==> src/rtl/twb_pkg.sv <==
package twb_pkg;

    typedef enum logic [1:0] {
        F_IDLE  = 2'd0,
        F_COUNT = 2'd1,
        F_FIRE  = 2'd2,
        F_HOLD  = 2'd3
    } free_st_t;

    typedef enum logic [1:0] {
        L_RELOAD  = 2'd0,
        L_COUNT   = 2'd1,
        L_TRIP    = 2'd2,
        L_EXPIRED = 2'd3
    } low_st_t;

endpackage

==> src/rtl/twb_free_det.sv <==
module twb_free_det
    import twb_pkg::*;
#(
    parameter int PERIODS = 10
) (
    input  logic clk,
    input  logic rst_n,
    input  logic en,
    input  logic scl,
    input  logic sda,
    input  logic ovf,
    output logic fire
);
    localparam int CW = $clog2(PERIODS + 2);

    free_st_t        state, nstate;
    logic [CW-1:0]   cnt, ncnt;
    logic            lines_hi;

    assign lines_hi = scl & sda;

    // Next-state and count
    always_comb begin
        nstate = state;
        ncnt   = cnt;
        if (!en) begin
            nstate = F_IDLE;
            ncnt   = '0;
        end else begin
            unique case (state)
                F_IDLE: begin
                    if (lines_hi) begin
                        nstate = F_COUNT;
                        ncnt   = ovf ? CW'(1) : '0;
                    end
                end
                F_COUNT: begin
                    if (!lines_hi) begin
                        nstate = F_IDLE;
                        ncnt   = '0;
                    end else if (ovf) begin
                        if (cnt == CW'(PERIODS)) begin
                            nstate = F_FIRE;
                            ncnt   = '0;
                        end else begin
                            ncnt = cnt + CW'(1);
                        end
                    end
                end
                F_FIRE:  nstate = lines_hi ? F_HOLD : F_IDLE;
                F_HOLD:  if (!lines_hi) nstate = F_IDLE;
                default: nstate = F_IDLE;
            endcase
        end
    end

    // State register
    always_ff @(posedge clk or negedge rst_n) begin
        if (!rst_n) begin
            state <= F_IDLE;
            cnt   <= '0;
        end else begin
            state <= nstate;
            cnt   <= ncnt;
        end
    end

    // Outputs
    always_comb begin
        fire = (state == F_FIRE);
    end

endmodule

==> src/rtl/twb_low_det.sv <==
module twb_low_det
    import twb_pkg::*;
#(
    parameter int TICKS = 25
) (
    input  logic clk,
    input  logic rst_n,
    input  logic en,
    input  logic scl,
    input  logic tick,
    output logic trip
);
    localparam int CW = $clog2(TICKS + 1);

    low_st_t         state, nstate;
    logic [CW-1:0]   cnt, ncnt;

    always_comb begin
        nstate = state;
        ncnt   = cnt;
        if (!en) begin
            nstate = L_RELOAD;
            ncnt   = '0;
        end else begin
            unique case (state)
                L_RELOAD: begin
                    ncnt = '0;
                    if (!scl) begin
                        nstate = L_COUNT;
                        ncnt   = tick ? CW'(1) : '0;
                    end
                end
                L_COUNT: begin
                    if (scl) begin
                        nstate = L_RELOAD;
                        ncnt   = '0;
                    end else if (tick) begin
                        if (cnt == CW'(TICKS - 1)) begin
                            nstate = L_TRIP;
                            ncnt   = '0;
                        end else begin
                            ncnt = cnt + CW'(1);
                        end
                    end
                end
                L_TRIP:    nstate = scl ? L_RELOAD : L_EXPIRED;
                L_EXPIRED: if (scl) nstate = L_RELOAD;
                default:   nstate = L_RELOAD;
            endcase
        end
    end

    always_ff @(posedge clk or negedge rst_n) begin
        if (!rst_n) begin
            state <= L_RELOAD;
            cnt   <= '0;
        end else begin
            state <= nstate;
            cnt   <= ncnt;
        end
    end

    always_comb begin
        trip = (state == L_TRIP);
    end

endmodule

==> src/rtl/twb_flags.sv <==
module twb_flags (
    input  logic clk,
    input  logic rst_n,
    input  logic stop_set,
    input  logic stop_clr,
    input  logic low_set,
    input  logic low_clr,
    output logic stop_flag,
    output logic low_flag,
    output logic irq
);
    always_ff @(posedge clk or negedge rst_n) begin
        if (!rst_n) begin
            stop_flag <= 1'b0;
            low_flag  <= 1'b0;
        end else begin
            if (stop_set)      stop_flag <= 1'b1;
            else if (stop_clr) stop_flag <= 1'b0;
            if (low_set)       low_flag  <= 1'b1;
            else if (low_clr)  low_flag  <= 1'b0;
        end
    end

    always_comb begin
        irq = stop_set | low_flag;
    end

endmodule

==> src/rtl/twb_timeout_mon.sv <==
module twb_timeout_mon #(
    parameter int FREE_PERIODS = 10,
    parameter int LOW_TICKS    = 25
) (
    input  logic clk,
    input  logic rst_n,
    input  logic scl_i,
    input  logic sda_i,
    input  logic src_ovf,
    input  logic ms_tick,
    input  logic free_en,
    input  logic low_en,
    input  logic stop_clr,
    input  logic low_clr,
    output logic stop_evt,
    output logic stop_flag,
    output logic low_flag,
    output logic irq
);
    logic low_trip;

    twb_free_det #(.PERIODS(FREE_PERIODS)) u_free (
        .clk   (clk),
        .rst_n (rst_n),
        .en    (free_en),
        .scl   (scl_i),
        .sda   (sda_i),
        .ovf   (src_ovf),
        .fire  (stop_evt)
    );

    twb_low_det #(.TICKS(LOW_TICKS)) u_low (
        .clk   (clk),
        .rst_n (rst_n),
        .en    (low_en),
        .scl   (scl_i),
        .tick  (ms_tick),
        .trip  (low_trip)
    );

    twb_flags u_flags (
        .clk       (clk),
        .rst_n     (rst_n),
        .stop_set  (stop_evt),
        .stop_clr  (stop_clr),
        .low_set   (low_trip),
        .low_clr   (low_clr),
        .stop_flag (stop_flag),
        .low_flag  (low_flag),
        .irq       (irq)
    );

endmodule

==> config.mk <==
export PLATFORM = sky130hd
export DESIGN_NAME = twb_timeout_mon
export DESIGN_NICKNAME = d
export VERILOG_FILES = /design/src/rtl/twb_pkg.sv /design/src/rtl/twb_free_det.sv /design/src/rtl/twb_low_det.sv /design/src/rtl/twb_flags.sv /design/src/rtl/twb_timeout_mon.sv
export SDC_FILE = /design/constraint.sdc
export NUM_CORES = 1
export LEC_CHECK = 0
export BUFFER_PORTS_ARGS = -buffer_cell sky130_fd_sc_hd__buf_2
export CAP_MARGIN = 5
export CORE_ASPECT_RATIO = 1.1
export CORE_MARGIN = 10
export CORE_UTILIZATION = 39
export DETAILED_ROUTE_END_ITERATION = 10
export GPL_ROUTABILITY_DRIVEN = 0
export PLACE_DENSITY = 0.69
export SKIP_LAST_GASP = 1
export SYNTH_ARGS = -nofsm -noshare
export SYNTH_HDL_FRONTEND = slang
export SYNTH_SLANG_ARGS = --single-unit
==> constraint.sdc <==
create_clock -name clk -period 2.1 [get_ports clk]
set_input_delay 0.315 -clock clk [delete_from_list [all_inputs] [get_ports clk]]
set_output_delay 0.315 -clock clk [all_outputs]
set_load 0.02 [all_outputs]
Yosys cells after proc, flatten, opt, wreduce, memory -nomap -nowiden:

Cells that the tools add are included.

* output and inout bits: 4
* register bits: 15

* reductions and logical operators: 8
* bitwise operators: 2
* eq/ne operators: 18
* muxes and demuxes: 34
* $add $sub $neg: 2

Operators with widths (number)
* $mux 2: 14
* $mux 5: 5
* $mux 4: 5
* $pmux 2 s4: 2
* $ne 4x4->1 const B: 3
* $pmux 5 s2: 1
* $ne 3x3->1 const B: 3
* $eq 2x2->1 const B: 4
* $pmux 4 s2: 1
* $reduce_and 4->1: 2
* $mux 1: 6
* $ne 3x1->1 const B: 2
* $add 5x1->5 const B: 1
* $eq 5x5->1 const B: 1
* $add 4x1->4 const B: 1
* $eq 2x1->1 const B: 2
* $eq 4x4->1 const B: 1
* $logic_not 2->1: 2
* $ne 4x3->1 const B: 1
* $reduce_bool 2->1: 2
* $ne 3x2->1 const B: 1
* $reduce_and 3->1: 1
* $reduce_and 2->1: 1
* $and 1x1->1: 1
* $or 1x1->1: 1

Logic depth before layout (Yosys ltp):

* word-level depth: 6
* gate-level depth with buffers: 6
* gate-level depth less buffers: 6

Hierarchy:

From an unflattened synthesis, not the netlist that was laid out.

* cell total of the unflattened synthesis: 94
* area total of the unflattened synthesis: 937.1 sq um

By module, submodules not included
* twb_low_det: instances 1, cells an instance 47, area each 483.0 sq um
* twb_free_det: instances 1, cells an instance 40, area each 374.1 sq um
* twb_flags: instances 1, cells an instance 7, area each 80.1 sq um

Least setup slack after synthesis:

No wires, ideal clock.

* path type: register -> register
* start point: register u_low.cnt[0]
* end point: register u_low.cnt[2]
* path slack: 0.445 ns
* buffers on the path: 0
* clock period less this slack: 1.655 ns
* arrival: 1.565 ns
* stages on the path, launching flop included: 7
* cells stage by stage: dfrtp_1 > inv_1 > ha_1 > and4b_4 > or3_4 > or2_4 > o221ai_1

* word-level cells in the longest chain between the ends: 6
* elaborated cells on any way between the ends: 7

RTL lines
* start: declaration: RTL line twb_low_det.sv:16 `logic [CW-1:0] cnt, ncnt;`
* start signal: assignment: RTL line twb_low_det.sv:59 `cnt <= ncnt;`
* $add 5x1->5 or $eq 5x5->1 (tied branches): RTL line twb_low_det.sv:42, twb_low_det.sv:38
* $mux 5 (*): RTL line twb_low_det.sv:38 `if (cnt == CW'(TICKS - 1)) begin`
* $mux 5 (*): RTL line twb_low_det.sv:37 `end else if (tick) begin`
* $mux 5 (*): RTL line twb_low_det.sv:34 `if (scl) begin`
* $pmux 5 s2 (*): RTL line twb_low_det.sv:25 `unique case (state)`
* $mux 5 (*): RTL line twb_low_det.sv:21 `if (!en) begin`

Mark *: on every way between the ends. The rest lies on a longest branch, timed or not. The select of a mux whose other input is x is not followed.
A chain may end at the register's enable or synchronous reset.

Worst setup path in the final report:

* start point: register u_low.cnt[0]
* end point: register u_low.cnt[4]

Same word-level chain as after synthesis.

==> flow_summary.ini <==
[synth]
syn_inst = 92
syn_nets = 106
syn_avg_cell_area_um2 = 9.21
synth_top_area_share = 0.443
yosys_warnings = 0
yosysTopAreaCell = dfrtp_1
ys_seq_area_frac = 0.443
synth.ff_latch_count = 15
netlist_top_cells_area = dfrtp_1, ha_1, nand2_1
synth_cell_types = 31
synth_area_um2 = 847

[worst_setup_path]
start_kind = flip-flop
worstPathMaxFanout = 5
reg2reg_from = u_low.cnt[0]$_DFFE_PN0P_
cp.arrival_ns = 1.95
startpoint = u_low.cnt[0]$_DFFE_PN0P_
critPathRequiredTime_ns = 2.30
worstSetupPathType = reg2reg
crit_path_end_kind = flip-flop

[clocking]
clkLatencyLatePin_ns = 0.28
cts_max_path_buffers = 2
cts_sinks = 15
cts_setup_buffers = 0
numCtsBuffers = 3
cts_tree = yes
root_buffer = clkbuf_4
ctsHtreeMaxLevel = 1
clk_pin_slew_ns = 0.09

[worst_hold_path]
min_from = low_clr
hold_path_class = in2reg

[layout]
syn_to_final_growth_pct = 16.1
final_common_cell = dfrtp_1
n_antenna_cell = 0
design_area_um2 = 983
final_cells = 138
final_cell_mix = dfrtp_1, nand2_1, buf_2
drive_above_1_share = 0.209
final_nets = 125

[global_routing]
grt_pass1_vias = 684
grt_pass1_wl_um = 3060
antenna_found_initial = 0
grt_start_max_net_pins = 16
grt_overflow = 0
gr-usage-all-layers = 0.0873

[floorplan]
die_y_um = 68.9
pin_count = 14
die_area_um2 = 4440
die_width_um = 64.4
initial_utilization = 0.415
row_count = 17
core_um2 = 2040

[power]
p_per_area_nw_per_um2 = 511
p_leak_nw = 0.442
worst_ir_drop_vdd_v = 0.000285

[drt]
vias_per_cell = 5.08
antenna_left = 0
wirelength_um = 1700
drtPass1Iterations = 2
drc = 0
wl_per_cell_um = 12.3
via_count = 701
drt_iter0_markers = 29

[place]
port_buffers = 13
place_ws_ns = 0.362
placed_area_um2 = 947
hpwl_um = 1340
placed_cells = 133

[sta]
slew_violations = 0
skew_ns = 0.00494
setup_viol = 0
rsz0062_at_grt = no
post-route-period-util = 0.834
max_slew_margin = 0.758
fin_hold_ws_ns = 0.202
fmax_ghz = 0.571
timing.setup.tns_ns = 0
post-route-min-period_ns = 1.75
tightestPinTransition_ns = 0.362
finalWorstSetupSlack_ns = 0.348
hold_viol = 0

[status]
status = finished, final reports clean

[job]
cap_violations = 0
metal layers:
layer  global-route usage  up-vias  share of wire
met1               0.0990      327           0.45
met2                0.149       11           0.50
met3               0.0370        2          0.041
li1                     -      361              -
met4               0.0241        0         0.0082
met5                    0        -              0
synth_stat cells:
master / n
nand2_1: 13
nand3b_1: 1
nand4_1: 1
o21ai_1: 1
nor3_2: 1
or2_2: 2
dfrtp_1: 15
nand3_1: 4
o31ai_1: 1
nand2b_1: 4
o21a_1: 3
ha_1: 4
or3b_2: 1
o22ai_1: 2
inv_1: 9
or3_4: 1
nor3_1: 1
nor2b_1: 1
or2b_1: 1
or2_4: 1
and4b_4: 1
and4b_1: 1
nor3b_1: 2
a21boi_0: 2
and3_1: 1
a21oi_1: 6
o21ai_0: 2
and4_1: 1
o221ai_1: 3
nor2_1: 5
o32ai_1: 1
final timing paths:
path                                                      to  slack, ns  depth (start not counted)
min in group asynchronous           u_low.cnt[0]$_DFFE_PN0P_       0.46                          2
worst max register to register      u_low.cnt[4]$_DFFE_PN0P_       0.35                          6
worst max-delay path                u_low.cnt[4]$_DFFE_PN0P_       0.35                          6
max in group asynchronous          u_free.cnt[1]$_DFFE_PN0P_       1.38                          2
worst min-delay path            u_flags.low_flag$_DFFE_PN0P_       0.20                          2
worst min register to register  u_flags.low_flag$_DFFE_PN0P_       0.51                          1
cells by family after synthesis:
logic type | Yosys count | share of synthesized area
AOI/OAI and AO/OA | 21 | 0.162
adders and majority gates | 4 | 0.0591
buffers and inverters | 9 | 0.0399
DFF | 15 | 0.443
and+or+nand+nor | 43 | 0.295
cell type report:
cell class | count | area, um2
Timing Repair Buffer | 14 | 75.1
Multi-Input combinational cell | 68 | 438
Clock buffer | 4 | 26.3
Sequential cell | 15 | 375
Fill cell | 210 | 1060
Tap cell | 28 | 35.0
Inverter | 9 | 33.8
sequential cells by signal, summed over array words and instances (netlist names):
register	flops
u_flags.low_flag	1
u_flags.stop_flag	1
u_free.cnt	4
u_free.state	2
u_low.cnt	5
u_low.state	2
worst max-delay path: stages, from the launching register on:
cell	delay [ns]
dfrtp_1	0.41
inv_1	0.06
ha_1	0.19
and4b_4	0.20
or3_4	0.40
or2_4	0.26
o221ai_1	0.14
timing repair:
item	in CTS	in global routing
hold buffers	1	0
gates resized for setup	0	0
hold endpoints to repair	15	0
power breakdown:
part	internal [mW]	switching, mW
clock network	0.0736	0.0857
registers	0.293	0.00499
logic	0.0194	0.0262
total	0.386	0.117
through the flow:
stage / power (mW) / utilization
floorplan: 0.325 / -
global placement: 0.347 / 0.464
detailed placement: 0.348 / 0.464
CTS: 0.517 / 0.482
global route: 0.536 / 0.482
finish: 0.503 / 0.482
No activity file was read; power rests on OpenSTA's default activity.
